`src/rtl/asp_pkg.sv`:
```
package asp_pkg;

    localparam int SLOT_W     = 16;
    localparam int FRAME_BITS = 2 * SLOT_W;
    localparam int BIT_IDX_W  = $clog2(FRAME_BITS);

    typedef enum logic [1:0] {
        FMT_LEVEL   = 2'd0,
        FMT_EARLY   = 2'd1,
        FMT_ALIGNED = 2'd2,
        FMT_RSVD    = 2'd3
    } frame_fmt_e;

    typedef enum logic [1:0] {
        SZ_16   = 2'd0,
        SZ_8    = 2'd1,
        SZ_4    = 2'd2,
        SZ_RSVD = 2'd3
    } word_size_e;

    typedef struct packed {
        logic       enable;
        frame_fmt_e fmt;
        word_size_e size;
        logic       mono;
    } port_cfg_t;

    // Move a low-aligned sample to the top of its slot, zero filling behind it.
    function automatic logic [SLOT_W-1:0] place_sample(word_size_e sz, logic [SLOT_W-1:0] s);
        case (sz)
            SZ_8:    return s << (SLOT_W - 8);
            SZ_4:    return s << (SLOT_W - 4);
            default: return s;
        endcase
    endfunction

    // Zero every slot position behind the last data bit of a received word.
    function automatic logic [SLOT_W-1:0] trim_word(word_size_e sz, logic [SLOT_W-1:0] w);
        case (sz)
            SZ_8:    return w & ({SLOT_W{1'b1}} << (SLOT_W - 8));
            SZ_4:    return w & ({SLOT_W{1'b1}} << (SLOT_W - 4));
            default: return w;
        endcase
    endfunction

    // Frame-sync level for a given bit period.
    function automatic logic sync_level(frame_fmt_e f, logic [BIT_IDX_W-1:0] idx);
        case (f)
            FMT_EARLY:   return idx == BIT_IDX_W'(FRAME_BITS - 1);
            FMT_ALIGNED: return idx == '0;
            default:     return idx < BIT_IDX_W'(SLOT_W);
        endcase
    endfunction

endpackage

```
`src/rtl/asp_cfg_reg.sv`:
```
module asp_cfg_reg
    import asp_pkg::*;
(
    input  logic      clk,
    input  logic      rst_n,
    input  logic      mce,
    input  port_cfg_t wr_cfg,
    output port_cfg_t cfg
);

    typedef struct packed {
        port_cfg_t cfg;
    } cfg_state_t;

    cfg_state_t st_d, st_q;

    always_comb begin
        st_d = st_q;
        if (mce) begin
            st_d.cfg = wr_cfg;
        end
    end

    always_ff @(posedge clk or negedge rst_n) begin
        if (!rst_n) begin
            st_q.cfg.enable <= 1'b0;
            st_q.cfg.fmt    <= FMT_LEVEL;
            st_q.cfg.size   <= SZ_16;
            st_q.cfg.mono   <= 1'b0;
        end else begin
            st_q <= st_d;
        end
    end

    assign cfg = st_q.cfg;

endmodule

```
`src/rtl/asp_bitclk.sv`:
```
module asp_bitclk
    import asp_pkg::*;
#(
    parameter int HALF_DIV = 2
) (
    input  logic                 clk,
    input  logic                 rst_n,
    input  logic                 enable,
    input  logic                 tick,
    output logic                 busy,
    output logic                 sclk,
    output logic [BIT_IDX_W-1:0] bit_idx,
    output logic                 start_p,
    output logic                 rise_p,
    output logic                 fall_p,
    output logic                 last_fall_p
);

    localparam int                   PERIOD   = 2 * HALF_DIV;
    localparam int                   DIV_W    = (PERIOD > 2) ? $clog2(PERIOD) : 1;
    localparam logic [DIV_W-1:0]     DIV_LAST = DIV_W'(PERIOD - 1);
    localparam logic [DIV_W-1:0]     DIV_RISE = DIV_W'(HALF_DIV - 1);
    localparam logic [BIT_IDX_W-1:0] LAST_BIT = BIT_IDX_W'(FRAME_BITS - 1);

    typedef struct packed {
        logic                 busy;
        logic                 sclk;
        logic [DIV_W-1:0]     div;
        logic [BIT_IDX_W-1:0] bit_idx;
    } clk_state_t;

    clk_state_t st_d, st_q;

    assign rise_p      = st_q.busy && (st_q.div == DIV_RISE);
    assign fall_p      = st_q.busy && (st_q.div == DIV_LAST);
    assign last_fall_p = fall_p && (st_q.bit_idx == LAST_BIT);
    assign start_p     = enable && tick && (!st_q.busy || last_fall_p);

    always_comb begin
        st_d = st_q;
        if (!enable) begin
            st_d = '0;
        end else if (start_p) begin
            st_d.busy    = 1'b1;
            st_d.sclk    = 1'b0;
            st_d.div     = '0;
            st_d.bit_idx = '0;
        end else if (st_q.busy) begin
            if (st_q.div == DIV_LAST) begin
                st_d.div  = '0;
                st_d.sclk = 1'b0;
                if (st_q.bit_idx == LAST_BIT) begin
                    st_d.busy    = 1'b0;
                    st_d.bit_idx = '0;
                end else begin
                    st_d.bit_idx = st_q.bit_idx + 1'b1;
                end
            end else begin
                st_d.div = st_q.div + 1'b1;
                if (st_q.div == DIV_RISE) begin
                    st_d.sclk = 1'b1;
                end
            end
        end
    end

    always_ff @(posedge clk or negedge rst_n) begin
        if (!rst_n) begin
            st_q <= '0;
        end else begin
            st_q <= st_d;
        end
    end

    assign busy    = st_q.busy;
    assign sclk    = st_q.sclk;
    assign bit_idx = st_q.bit_idx;

endmodule

```
`src/rtl/asp_tx.sv`:
```
module asp_tx
    import asp_pkg::*;
(
    input  logic                 clk,
    input  logic                 rst_n,
    input  logic                 enable,
    input  frame_fmt_e           fmt,
    input  word_size_e           size,
    input  logic                 mono,
    input  logic                 start_p,
    input  logic                 fall_p,
    input  logic                 last_fall_p,
    input  logic [BIT_IDX_W-1:0] bit_idx,
    input  logic [SLOT_W-1:0]    smp_left,
    input  logic [SLOT_W-1:0]    smp_right,
    output logic                 sdout,
    output logic                 fsync
);

    typedef struct packed {
        logic [FRAME_BITS-1:0] shreg;
        logic                  sdout;
        logic                  fsync;
    } tx_state_t;

    tx_state_t             st_d, st_q;
    logic [FRAME_BITS-1:0] frame_word;
    logic [BIT_IDX_W-1:0]  next_idx;

    assign frame_word = {place_sample(size, smp_left),
                         mono ? {SLOT_W{1'b0}} : place_sample(size, smp_right)};
    assign next_idx   = bit_idx + 1'b1;

    always_comb begin
        st_d = st_q;
        if (!enable) begin
            st_d = '0;
        end else if (start_p) begin
            st_d.sdout = frame_word[FRAME_BITS-1];
            st_d.shreg = frame_word << 1;
            st_d.fsync = sync_level(fmt, '0);
        end else if (last_fall_p) begin
            st_d = '0;
        end else if (fall_p) begin
            st_d.sdout = st_q.shreg[FRAME_BITS-1];
            st_d.shreg = st_q.shreg << 1;
            st_d.fsync = sync_level(fmt, next_idx);
        end
    end

    always_ff @(posedge clk or negedge rst_n) begin
        if (!rst_n) begin
            st_q <= '0;
        end else begin
            st_q <= st_d;
        end
    end

    assign sdout = st_q.sdout;
    assign fsync = st_q.fsync;

endmodule

```
`src/rtl/asp_rx.sv`:
```
module asp_rx
    import asp_pkg::*;
(
    input  logic              clk,
    input  logic              rst_n,
    input  logic              enable,
    input  word_size_e        size,
    input  logic              mono,
    input  logic              rise_p,
    input  logic              last_fall_p,
    input  logic              sdin,
    output logic [SLOT_W-1:0] dac_left,
    output logic [SLOT_W-1:0] dac_right,
    output logic              dac_valid
);

    typedef struct packed {
        logic [FRAME_BITS-1:0] shreg;
        logic [SLOT_W-1:0]     left;
        logic [SLOT_W-1:0]     right;
        logic                  valid;
    } rx_state_t;

    rx_state_t         st_d, st_q;
    logic [SLOT_W-1:0] got_left;
    logic [SLOT_W-1:0] got_right;

    assign got_left  = trim_word(size, st_q.shreg[FRAME_BITS-1:SLOT_W]);
    assign got_right = trim_word(size, st_q.shreg[SLOT_W-1:0]);

    always_comb begin
        st_d       = st_q;
        st_d.valid = 1'b0;
        if (!enable) begin
            st_d.shreg = '0;
        end else begin
            if (rise_p) begin
                st_d.shreg = {st_q.shreg[FRAME_BITS-2:0], sdin};
            end
            if (last_fall_p) begin
                st_d.left  = got_left;
                st_d.right = mono ? got_left : got_right;
                st_d.valid = 1'b1;
            end
        end
    end

    always_ff @(posedge clk or negedge rst_n) begin
        if (!rst_n) begin
            st_q <= '0;
        end else begin
            st_q <= st_d;
        end
    end

    assign dac_left  = st_q.left;
    assign dac_right = st_q.right;
    assign dac_valid = st_q.valid;

endmodule

```
`src/rtl/aud_serial_port.sv`:
```
module aud_serial_port
    import asp_pkg::*;
#(
    parameter int HALF_DIV = 2
) (
    input  logic        clk,
    input  logic        rst_n,
    input  logic        cfg_mce,
    input  logic        cfg_enable,
    input  logic [1:0]  cfg_format,
    input  logic [1:0]  cfg_size,
    input  logic        cfg_mono,
    input  logic        rate_tick,
    input  logic [15:0] adc_left,
    input  logic [15:0] adc_right,
    input  logic        sdin,
    output logic        fsync,
    output logic        sclk,
    output logic        sdout,
    output logic [15:0] dac_left,
    output logic [15:0] dac_right,
    output logic        dac_valid
);

    port_cfg_t            wr_cfg;
    port_cfg_t            cur_cfg;
    logic                 en_w;
    logic                 mono_w;
    logic                 frame_busy;
    logic [BIT_IDX_W-1:0] bit_idx;
    logic                 start_p;
    logic                 rise_p;
    logic                 fall_p;
    logic                 last_fall_p;

    assign wr_cfg.enable = cfg_enable;
    assign wr_cfg.fmt    = frame_fmt_e'(cfg_format);
    assign wr_cfg.size   = word_size_e'(cfg_size);
    assign wr_cfg.mono   = cfg_mono;

    assign en_w   = cur_cfg.enable;
    assign mono_w = cur_cfg.mono;

    asp_cfg_reg u_cfg (
        .clk    (clk),
        .rst_n  (rst_n),
        .mce    (cfg_mce),
        .wr_cfg (wr_cfg),
        .cfg    (cur_cfg)
    );

    asp_bitclk #(.HALF_DIV(HALF_DIV)) u_bitclk (
        .clk         (clk),
        .rst_n       (rst_n),
        .enable      (en_w),
        .tick        (rate_tick),
        .busy        (frame_busy),
        .sclk        (sclk),
        .bit_idx     (bit_idx),
        .start_p     (start_p),
        .rise_p      (rise_p),
        .fall_p      (fall_p),
        .last_fall_p (last_fall_p)
    );

    asp_tx u_tx (
        .clk         (clk),
        .rst_n       (rst_n),
        .enable      (en_w),
        .fmt         (cur_cfg.fmt),
        .size        (cur_cfg.size),
        .mono        (mono_w),
        .start_p     (start_p),
        .fall_p      (fall_p),
        .last_fall_p (last_fall_p),
        .bit_idx     (bit_idx),
        .smp_left    (adc_left),
        .smp_right   (adc_right),
        .sdout       (sdout),
        .fsync       (fsync)
    );

    asp_rx u_rx (
        .clk         (clk),
        .rst_n       (rst_n),
        .enable      (en_w),
        .size        (cur_cfg.size),
        .mono        (mono_w),
        .rise_p      (rise_p),
        .last_fall_p (last_fall_p),
        .sdin        (sdin),
        .dac_left    (dac_left),
        .dac_right   (dac_right),
        .dac_valid   (dac_valid)
    );

endmodule

```
`config.mk`:
```
export PLATFORM = sky130hd
export DESIGN_NAME = aud_serial_port
export DESIGN_NICKNAME = d
export VERILOG_FILES = /design/src/rtl/asp_pkg.sv /design/src/rtl/asp_cfg_reg.sv /design/src/rtl/asp_bitclk.sv /design/src/rtl/asp_tx.sv /design/src/rtl/asp_rx.sv /design/src/rtl/aud_serial_port.sv
export SDC_FILE = /design/constraint.sdc
export NUM_CORES = 1
export LEC_CHECK = 0
export ABC_CLOCK_PERIOD_IN_PS = 2200
export CAP_MARGIN = 20
export CORE_MARGIN = 3
export CORE_UTILIZATION = 40
export DETAILED_ROUTE_END_ITERATION = 16
export PLACE_DENSITY_LB_ADDON = 0.15
export SYNTH_ARGS = -nofsm -noshare
export SYNTH_HDL_FRONTEND = slang
export SYNTH_HIERARCHICAL = 1
export SYNTH_SLANG_ARGS = --single-unit
export TNS_END_PERCENT = 50
```
`constraint.sdc`:
```
create_clock -name clk -period 2.2 [get_ports clk]
set_input_delay 0.22 -clock clk [delete_from_list [all_inputs] [get_ports clk]]
set_output_delay 0.22 -clock clk [all_outputs]
set_load 0.01 [all_outputs]
```
==> summary.md, run 1 <==
| Metric | Value |
|---|---|
| Weighted congestion at the end of routability-driven global placement | `about 0.82` |
| Detailed-routing iteration count for the pre-antenna-repair pass | `5` |
| X dimension of the die | `roughly 130 µm` |
| Longest Clk Path Bufs | `2` |
| Async set or reset register ratio after synthesis | `100.0%` |
| Measured slew at the worst slew-check pin | `1.037 ns` |
| Cell area after synthesis | `around 5800 µm²` |
| Sink count of the clock tree | `between 100 and 150` |
| Clock period minus worst slack | `2.083 ns` |
| CORE AREA | `14100 µm²` |
| Share of cells above drive strength 1 | `~14%` |
| Number of placement rows | `43` |
| Detailed-route via count | `4201` |
| Post-DR vias/cell | `~5.4` |
| Setup slack of the worst register-to-register path | `~0.12 ns` |
| Data required, critical path | `2.48 ns` |
| Relative max-transition margin | `between 30% and 40%` |
| Type of destination of the critical path | `register` |
| Power density over the cells | `just under 800 nW/µm²` |
| Wire length of the first global-routing pass | `22.94 mm` |
| Critical path class | `reg -> reg` |
| Sum of routed wire length over all layers | `13.74 mm` |
| Sum Neg Setup Slack | `0 ns` |
| Layout Nets | `641` |
| Starting Density | `between 40% and 50%` |
| Largest net degree at the start of global routing | `55` |
| Floorplan die area | `16100 µm²` |
| Crit-path cells | `ha_2 -> and3_1 -> ha_2 -> nand2_2 -> a21oi_2 -> buf_2 -> or3_4 -> buf_4 -> nor2_1 -> a211oi_1` |
| Slew Limit Fails | `0` |
| Syn Inst Count | `540` |
| Syn Nets | `592` |
| Kind of start point of the critical path | `register` |
| Maximum fanout along the worst path | `9` |
| Half-perimeter wire length of the detailed placement result | `9.109 mm` |
| EDFF count, synth | `0` |
| Period utilisation layout | `94.69%` |
| Number of antenna violations at the first check in global routing | `0` |
| Final Hold Slack | `0.2419 ns` |
| Max incr delay on CP | `around 0.39 ns` |
| Most prevalent standard cell on the critical path | `sky130_fd_sc_hd__ha_2` |
| Clock tree from TritonCTS | `done` |
| Number of warnings printed during yosys synthesis | `6` |
| Number of unique standard cell types used by synthesis | `50` |
| Highest ir drop seen on vdd | `between 0.5 and 0.6 mV` |
| Gr usage total | `roughly 18%` |
| Via count of the first global-routing pass | `~4400` |
| Number of antenna cells inserted | `0` |
| Register area share after synthesis | `48.36%` |
| Cell at the slowest stage of the critical path | `sky130_fd_sc_hd__dfrtp_1` |
| Average detailed-routed wire length per instance | `roughly 18 µm` |
| Violation count after the first detailed-routing iteration | `between 300 and 400` |
| Dominant synthesized flop cell | `sky130_fd_sc_hd__dfrtp_1` |
| Average footprint of a synthesized cell | `~11 µm²` |
| Arr. time, crit path | `2.37 ns` |
| IO buf count | `between 70 and 80` |
| Ports | `79` |
| Post-route ant nets | `0` |
| Worst min-delay path class | `in -> async` |
| Leading cell types in the layout, fill and taps excluded | `sky130_fd_sc_hd__dfrtp_1 (113), sky130_fd_sc_hd__clkdlybuf4s50_1 (77), sky130_fd_sc_hd__mux2i_1 (48)` |
| TritonCTS Buffers | `17` |
| Clk_skew | `between 0.008 and 0.009 ns` |
| Post-CTS clock slew at the launch and capture registers of the worst setup and hold paths | `0.05 ns` |
| Final hold violation count | `0` |
| Max-cap violations | `0` |
| Number of failing setup endpoints in the final timing report | `0` |
| Leakage dissipation | `3.101 nW` |
| Number of synthesized register bits | `around 110` |
| Area growth, synth to finish | `23.20%` |
| H-tree depth | `4` |
| Outcome | `completed` |
| Most frequent standard cell in the layout excluding fill and tap cells | `sky130_fd_sc_hd__dfrtp_1` |
| Highest attainable clock frequency | `between 400 and 500 MHz` |
| Vert. Die Dim | `~130 µm` |
| Clock Latency Late Sink | `slightly above 0.4 ns` |
| Number of remaining DRC errors | `0` |
| GRT overflow | `0` |
| CTS Root Cell | `sky130_fd_sc_hd__clkbuf_16` |
## layout make-up
type / instances / area, µm²
clock buffer: 23 / 478.0
timing repair buffer: 104 / 1018
multi-input combinational: 326 / 2442
tap: 180 / 225.2
inverter: 27 / 105.1
clock inverter: 9 / 106.4
fill: 1289 / 6893
sequential: 113 / 2828
## final timing paths
| kind | start | end | depth (start not counted) |
|---|---|---|---|
| setup / recovery | u_bitclk/bit_idx[0] | u_tx/st_q[8] | 10 |
| hold / removal | rst_n | u_tx/st_q[7] | 2 |
| setup reg to reg | u_bitclk/bit_idx[0] | u_tx/st_q[8] | 10 |
| hold reg to reg | u_rx/dac_right[5] | u_rx/dac_right[5] | 1 |
| max in group asynchronous | rst_n | u_tx/st_q[33] | 3 |
| min in group clk | adc_left[5] | u_tx/st_q[24] | 3 |
## power by group
| part | switching, mW | internal [mW] | leakage, nW | total, mW |
|---|---|---|---|---|
| registers | 0.0584 | 2.18 | 1.53 | 2.24 |
| clock network | 0.934 | 1.75 | 0.279 | 2.68 |
| logic | 0.363 | 0.345 | 1.29 | 0.708 |
| total | 1.36 | 4.27 | 3.10 | 5.63 |
## synth_stat cells (2+ instances only)
cell type	n	area, µm²
sky130_fd_sc_hd__dfrtp_1	113	2828
sky130_fd_sc_hd__mux2i_1	48	480.5
sky130_fd_sc_hd__buf_4	45	337.8
sky130_fd_sc_hd__o21ai_0	42	210.2
sky130_fd_sc_hd__nor2b_1	35	219.0
sky130_fd_sc_hd__nand2_1	29	108.9
sky130_fd_sc_hd__inv_1	26	97.59
sky130_fd_sc_hd__a2bb2oi_1	20	175.2
sky130_fd_sc_hd__a21oi_1	13	65.06
sky130_fd_sc_hd__buf_2	12	60.06
sky130_fd_sc_hd__nor2_1	12	45.04
sky130_fd_sc_hd__o2bb2ai_1	12	105.1
sky130_fd_sc_hd__a211o_1	10	87.58
sky130_fd_sc_hd__nand4_1	10	62.56
sky130_fd_sc_hd__a211oi_1	9	67.56
sky130_fd_sc_hd__clkbuf_1	9	33.78
sky130_fd_sc_hd__ha_1	9	112.6
sky130_fd_sc_hd__mux2_4	9	135.1
sky130_fd_sc_hd__nand3b_1	9	67.56
sky130_fd_sc_hd__a21o_1	8	60.06
sky130_fd_sc_hd__a221oi_1	8	70.07
sky130_fd_sc_hd__a22o_1	6	52.55
sky130_fd_sc_hd__buf_6	5	56.30
sky130_fd_sc_hd__nand3_1	5	25.02
sky130_fd_sc_hd__and3_1	3	18.77
sky130_fd_sc_hd__clkbuf_2	3	15.01
sky130_fd_sc_hd__nand2b_1	3	18.77
sky130_fd_sc_hd__and3b_1	2	17.52
sky130_fd_sc_hd__and4_1	2	17.52
sky130_fd_sc_hd__mux2_2	2	22.52
sky130_fd_sc_hd__nor3b_1	2	15.01
## critical path, delay by kind of cell (launching register included)
kind | cells | cell delay [ns]
adder cells (fa/ha/maj) | 2 | 0.40
AO/OA/AOI/OAI | 2 | 0.12
buffers and inverters | 2 | 0.33
AND/OR/NAND/NOR | 4 | 0.73
flip-flops | 1 | 0.39
## repair_timing
| action | in CTS | in global routing |
|---|---|---|
| gates resized for setup | 1 | 13 |
| endpoints found under the hold margin | 19 | 0 |
| cloned | 0 | 1 |
| endpoints found under the setup margin | 9 | 52 |
| pin swaps | 0 | 3 |
| hold buffers | 1 | 0 |
| setup buffers | 0 | 2 |
## registers in the layout, indices dropped and copies added, names as in the netlist, 2 cells and up
name / count
u_bitclk/bit_idx: 5
u_rx/dac_right: 16
u_rx/dac_left: 16
u_tx/st_q: 31
u_bitclk/st_q: 2
u_rx/st_q: 32
u_cfg/cfg: 6
## metal layers
layer | share of wire [%] | up-vias | global-route usage, %
met4 | 0.74 | 0 | 5.237
met1 | 48 | 2103 | 24.50
met3 | 3.8 | 8 | 4.926
met2 | 48 | 93 | 27.40
li1 | - | 1997 | -
met5 | 0 | - | 0
## metrics by stage
stage	power, mW	instance area [µm²]	worst slack (ns)	cells	utilization (%)
2_1_floorplan	2.702	5847	0.08317	540	-
3_3_place_gp	2.954	6539	0.07445	746	46.39
3_5_place_dp	2.965	6539	-0.0003828	746	46.39
4_1_cts	5.696	7136	0.02188	779	50.62
5_1_grt	5.878	7203	-0.003610	782	51.10
6_report	5.628	7203	0.1168	782	51.10
## kinds of logic after synthesis
kind of cell / synth area share, %
DFF: 48.36
buffers and inverters: 10.34
adders and majority gates: 1.926
and+or+nand+nor: 12.01
muxes: 10.91
AOI/OAI and AO/OA: 16.46
Power figures use the tool's default switching activity.
==> inputs of run 2 (changes only) <==
--- a/config.mk
+++ b/config.mk
@@ -5,8 +5,9 @@
 export SDC_FILE = /design/constraint.sdc
 export NUM_CORES = 1
 export LEC_CHECK = 0
-export ABC_CLOCK_PERIOD_IN_PS = 2200
+export ABC_CLOCK_PERIOD_IN_PS = 1800
 export CAP_MARGIN = 20
+export CORE_ASPECT_RATIO = 1.5
 export CORE_MARGIN = 3
 export CORE_UTILIZATION = 40
 export DETAILED_ROUTE_END_ITERATION = 16
==> constraint.sdc (replaced) <==
create_clock -name clk -period 1.8 [get_ports clk]
set_input_delay 0.18 -clock clk [delete_from_list [all_inputs] [get_ports clk]]
set_output_delay 0.18 -clock clk [all_outputs]
set_load 0.01 [all_outputs]
==> run 2 against run 1 <==
Net effect:
- the run now ends with setup timing left
- combinational power is 54% higher
- highest routed layer unchanged
- core utilization rose by 3.9 points
- largest power group unchanged
- die area up 0.19%
- sequential share of layout area decreased by 3.0 points
- largest cell class unchanged
- flip-flop and latch count unchanged
- routed wire length is 5.9% higher
==> summary.md, run 2 (synthesis gave the netlist of run 1 again) <==
| Metric | Value |
|---|---|
| Gr usage total | `18.46% (was 17.75%)` |
| X dimension of the die | `104.7 µm (was 126.9 µm)` |
| Total area of multi-input combinational cells | `2675 µm² (was 2442 µm²)` |
| H-tree depth | `4 (unchanged)` |
| Leading cell types in the layout, fill and taps excluded | `sky130_fd_sc_hd__dfrtp_1 (113), sky130_fd_sc_hd__clkdlybuf4s50_1 (77), sky130_fd_sc_hd__mux2i_1 (48) (unchanged)` |
| Worst min-delay path class | `in -> async (unchanged)` |
| Post-route ant nets | `0 (unchanged)` |
| Number of antenna cells inserted | `0 (unchanged)` |
| Sw frac | `25.71% (was 24.09%)` |
| Half-perimeter wire length of the detailed placement result | `9.928 mm (was 9.109 mm)` |
| CTS Root Cell | `sky130_fd_sc_hd__clkbuf_16 (unchanged)` |
| Number of placement rows | `53 (was 43)` |
| Wire length of the first global-routing pass | `23.69 mm (was 22.94 mm)` |
| Power density over the cells | `949.2 nW/µm² (was 781.4 nW/µm²)` |
| Setup repair after global routing missed its margin | `true` |
| Post-CTS clock slew at the launch and capture registers of the worst setup and hold paths | `0.06 ns (was 0.05 ns)` |
| Area growth, synth to finish | `33.38% (was 23.20%)` |
| Longest Clk Path Bufs | `2 (unchanged)` |
| Max-cap violations | `0 (unchanged)` |
| Final hold violation count | `0 (unchanged)` |
| Logic gate share of total power | `14.8% (was 12.6%)` |
| Violation count after the first detailed-routing iteration | `184 (was 348)` |
| Non-filler cells in the finished layout | `815 (was 782)` |
| Outcome | `complete, but fails checks (was completed)` |
| Relative max-transition margin | `66.00% (was 30.87%)` |
| Sink count of the clock tree | `113 (unchanged)` |
| Reg area | `2828 µm² (unchanged)` |
| Type of destination of the critical path | `register (unchanged)` |
| Number of failing setup endpoints in the final timing report | `35 (was 0)` |
| Slew Limit Fails | `0 (unchanged)` |
| Weighted congestion at the end of routability-driven global placement | `0.8698 (was 0.8156)` |
| Starting Density | `41.20% (was 41.48%)` |
| Detailed-route via count | `4329 (was 4201)` |
| Clock period minus worst slack | `1.969 ns (was 2.083 ns)` |
| Violated checks | `setup timing` |
| Data required, critical path | `2.09 ns (was 2.48 ns)` |
| Internal cell power | `5.499 mW (was 4.273 mW)` |
| TritonCTS Buffers | `17 (unchanged)` |
| Detailed-routing iteration count for the pre-antenna-repair pass | `4 (was 5)` |
| Fraction of power consumed by sequential logic | `37.4% (was 39.7%)` |
| Clock tree from TritonCTS | `done (unchanged)` |
| Arr. time, crit path | `2.26 ns (was 2.37 ns)` |
| Clock Power Share | `47.9% (was 47.7%)` |
| Crit-path cells | `ha_2 -> and3_4 -> ha_4 -> nand2_4 -> a21oi_4 -> nor3b_4 -> nand2_2 -> clkbuf_16 -> a2bb2oi_1 (was ha_2 -> and3_1 -> ha_2 -> nand2_2 -> a21oi_2 -> buf_2 -> or3_4 -> buf_4 -> nor2_1 -> a211oi_1)` |
| CORE AREA | `14190 µm² (was 14100 µm²)` |
| GRT overflow | `0 (unchanged)` |
| Highest attainable clock frequency | `507.8 MHz (was 480.0 MHz)` |
| Ports | `79 (unchanged)` |
| Number of remaining DRC errors | `0 (unchanged)` |
| Period utilisation layout | `109.4% (was 94.69%)` |
| Top register by number of flip-flops | `u_rx/st_q (unchanged)` |
| Floorplan die area | `16130 µm² (was 16100 µm²)` |
| Most frequent standard cell in the layout excluding fill and tap cells | `sky130_fd_sc_hd__dfrtp_1 (unchanged)` |
| Average detailed-routed wire length per instance | `17.86 µm (was 17.57 µm)` |
| Measured slew at the worst slew-check pin | `0.5077 ns (was 1.037 ns)` |
| Clock Latency Late Sink | `0.41 ns (about the same)` |
| Share of cells above drive strength 1 | `22.79% (was 14.12%)` |
| Worst-case setup slack after placement | `-0.2213 ns (was -0.0003828 ns)` |
| Critical path class | `reg -> reg (unchanged)` |
| Max incr delay on CP | `0.38 ns (was 0.39 ns)` |
| Leakage dissipation | `3.331 nW (was 3.101 nW)` |
| Largest net degree at the start of global routing | `57 (was 55)` |
| Max FFs per register | `32 (unchanged)` |
| Total net switching power | `1.904 mW (was 1.356 mW)` |
| Crit-path leading delay family | `simple AND/OR/NAND/NOR gates (unchanged)` |
| Maximum fanout along the worst path | `10 (was 9)` |
| Vert. Die Dim | `154.1 µm (was 126.9 µm)` |
| Kind of start point of the critical path | `register (unchanged)` |
| Highest ir drop seen on vdd | `0.6497 mV (was 0.5390 mV)` |
| Count of buffering cells on the critical path with inverters included | `1 (was 2)` |
| Via count of the first global-routing pass | `4557 (was 4384)` |
| Setup WS post-layout | `-0.1693 ns (was 0.1168 ns)` |
| Cell Count Post-Placement | `771 (was 746)` |
| Post-DR vias/cell | `5.312 (was 5.372)` |
| Layout Nets | `662 (was 641)` |
| Number of fill cells in the layout | `1243 (was 1289)` |
| Number of antenna violations at the first check in global routing | `0 (unchanged)` |
| Leading registers by flop count | `u_rx/st_q (32), u_tx/st_q (31) (unchanged)` |
| Clk_skew | `0.007137 ns (was 0.008250 ns)` |
| Sum of routed wire length over all layers | `14.55 mm (was 13.74 mm)` |
| Cell at the slowest stage of the critical path | `sky130_fd_sc_hd__dfrtp_1 (unchanged)` |
| IO buf count | `78 (unchanged)` |
| Final Power | `7.402 mW (was 5.628 mW)` |
-- run 2: cell types whose count changed in the layout (fill, tap and decap cells not counted), moves of 3 or more --
cell	previous run	this run
sky130_fd_sc_hd__a2bb2oi_1	20	9
sky130_fd_sc_hd__a2bb2oi_2	0	11
sky130_fd_sc_hd__buf_12	3	11
sky130_fd_sc_hd__buf_4	20	27
sky130_fd_sc_hd__buf_6	2	5
sky130_fd_sc_hd__clkbuf_1	3	0
sky130_fd_sc_hd__clkinv_2	3	0
sky130_fd_sc_hd__inv_6	0	5
sky130_fd_sc_hd__nor2_1	10	3
sky130_fd_sc_hd__nor2_4	0	5
sky130_fd_sc_hd__o21ai_0	42	13
sky130_fd_sc_hd__o21ai_1	1	22
sky130_fd_sc_hd__o21ai_2	0	8
-- run 2: power groups by stage --
| stage | registers (mW) | clock network (mW) | logic (mW) |
|---|---|---|---|
| 2_1_floorplan | 2.76 | 0 | 0.552 |
| 3_3_place_gp | 2.78 | 0 | 0.911 |
| 5_1_grt | 2.78 | 3.75 | 1.17 |
| 6_report | 2.77 | 3.54 | 1.09 |
| 3_5_place_dp | 2.78 | 0 | 0.927 |
| 4_1_cts | 2.74 | 3.61 | 0.951 |
-- run 2: worst register-to-register path: cells and delay by family, from the launching register on --
family	cells	cell delay (ns)
AND/OR/NAND/NOR	4	0.71
flip-flops	1	0.38
adder cells (fa/ha/maj)	2	0.37
AO/OA/AOI/OAI	2	0.21
buffers and inverters	1	0.20
-- run 2: through the flow --
step	util, %	instance area (µm²)	setup TNS [ns]	hold WS, ns
6_report	54.96	7799	-4.415	0.2438
5_1_grt	54.96	7799	-6.861	0.2741
4_1_cts	52.87	7502	-2.380	0.2542
3_5_place_dp	47.80	6783	-6.428	0.1461
3_3_place_gp	47.80	6783	-3.838	0.1444
2_1_floorplan	-	5889	-0.9497	-0.1156
-- run 2: final timing paths --
kind | start | endpoint | slack [ns] | cells past startpoint
max in group asynchronous | rst_n | u_rx/dac_left[14] | 0.97 | 3
hold reg to reg | u_rx/dac_right[0] | u_rx/dac_right[0] | 0.48 | 1
min in group clk | adc_left[7] | u_tx/st_q[26] | 0.37 | 3
setup / recovery | u_bitclk/bit_idx[0] | u_tx/st_q[17] | -0.17 | 9
setup reg to reg | u_bitclk/bit_idx[0] | u_tx/st_q[17] | -0.17 | 9
hold / removal | rst_n | u_rx/dac_right[8] | 0.24 | 2
-- run 2: area by class of cell --
type	count	area share (%)
clock buffer	19	5.808
tap	192	3.080
sequential	113	36.26
clock inverter	13	2.230
inverter	27	1.332
timing repair buffer	124	16.99
multi-input combinational	327	34.30
-- run 2: layer usage --
layer  global-route usage (%)  vias to the layer above  part of all wire [%]
li1                         -                     2031                     -
met1                    21.82                     2141                    39
met2                    32.66                      123                    54
met3                    3.654                       34                   3.5
met4                    7.630                        0                   2.9
met5                        0                        -                     0
-- run 2: repair_timing --
action / in CTS / in global routing
hold buffers: 1 / 0
buffers inserted: 1 / 5
endpoints found under the setup margin: 65 / 67
pin swaps: 2 / 23
hold endpoints to repair: 24 / 0
cloned: 1 / 4
gates resized for setup: 29 / 60
==> inputs of run 3 (changes only) <==
--- a/config.mk
+++ b/config.mk
@@ -11,6 +11,7 @@
 export CORE_MARGIN = 3
 export CORE_UTILIZATION = 40
 export DETAILED_ROUTE_END_ITERATION = 16
+export GPL_ROUTABILITY_DRIVEN = 0
 export PLACE_DENSITY_LB_ADDON = 0.15
 export SYNTH_ARGS = -nofsm -noshare
 export SYNTH_HDL_FRONTEND = slang
==> results of run 3 <==
Final layout, timing and power as in run 2 (identical DEF).
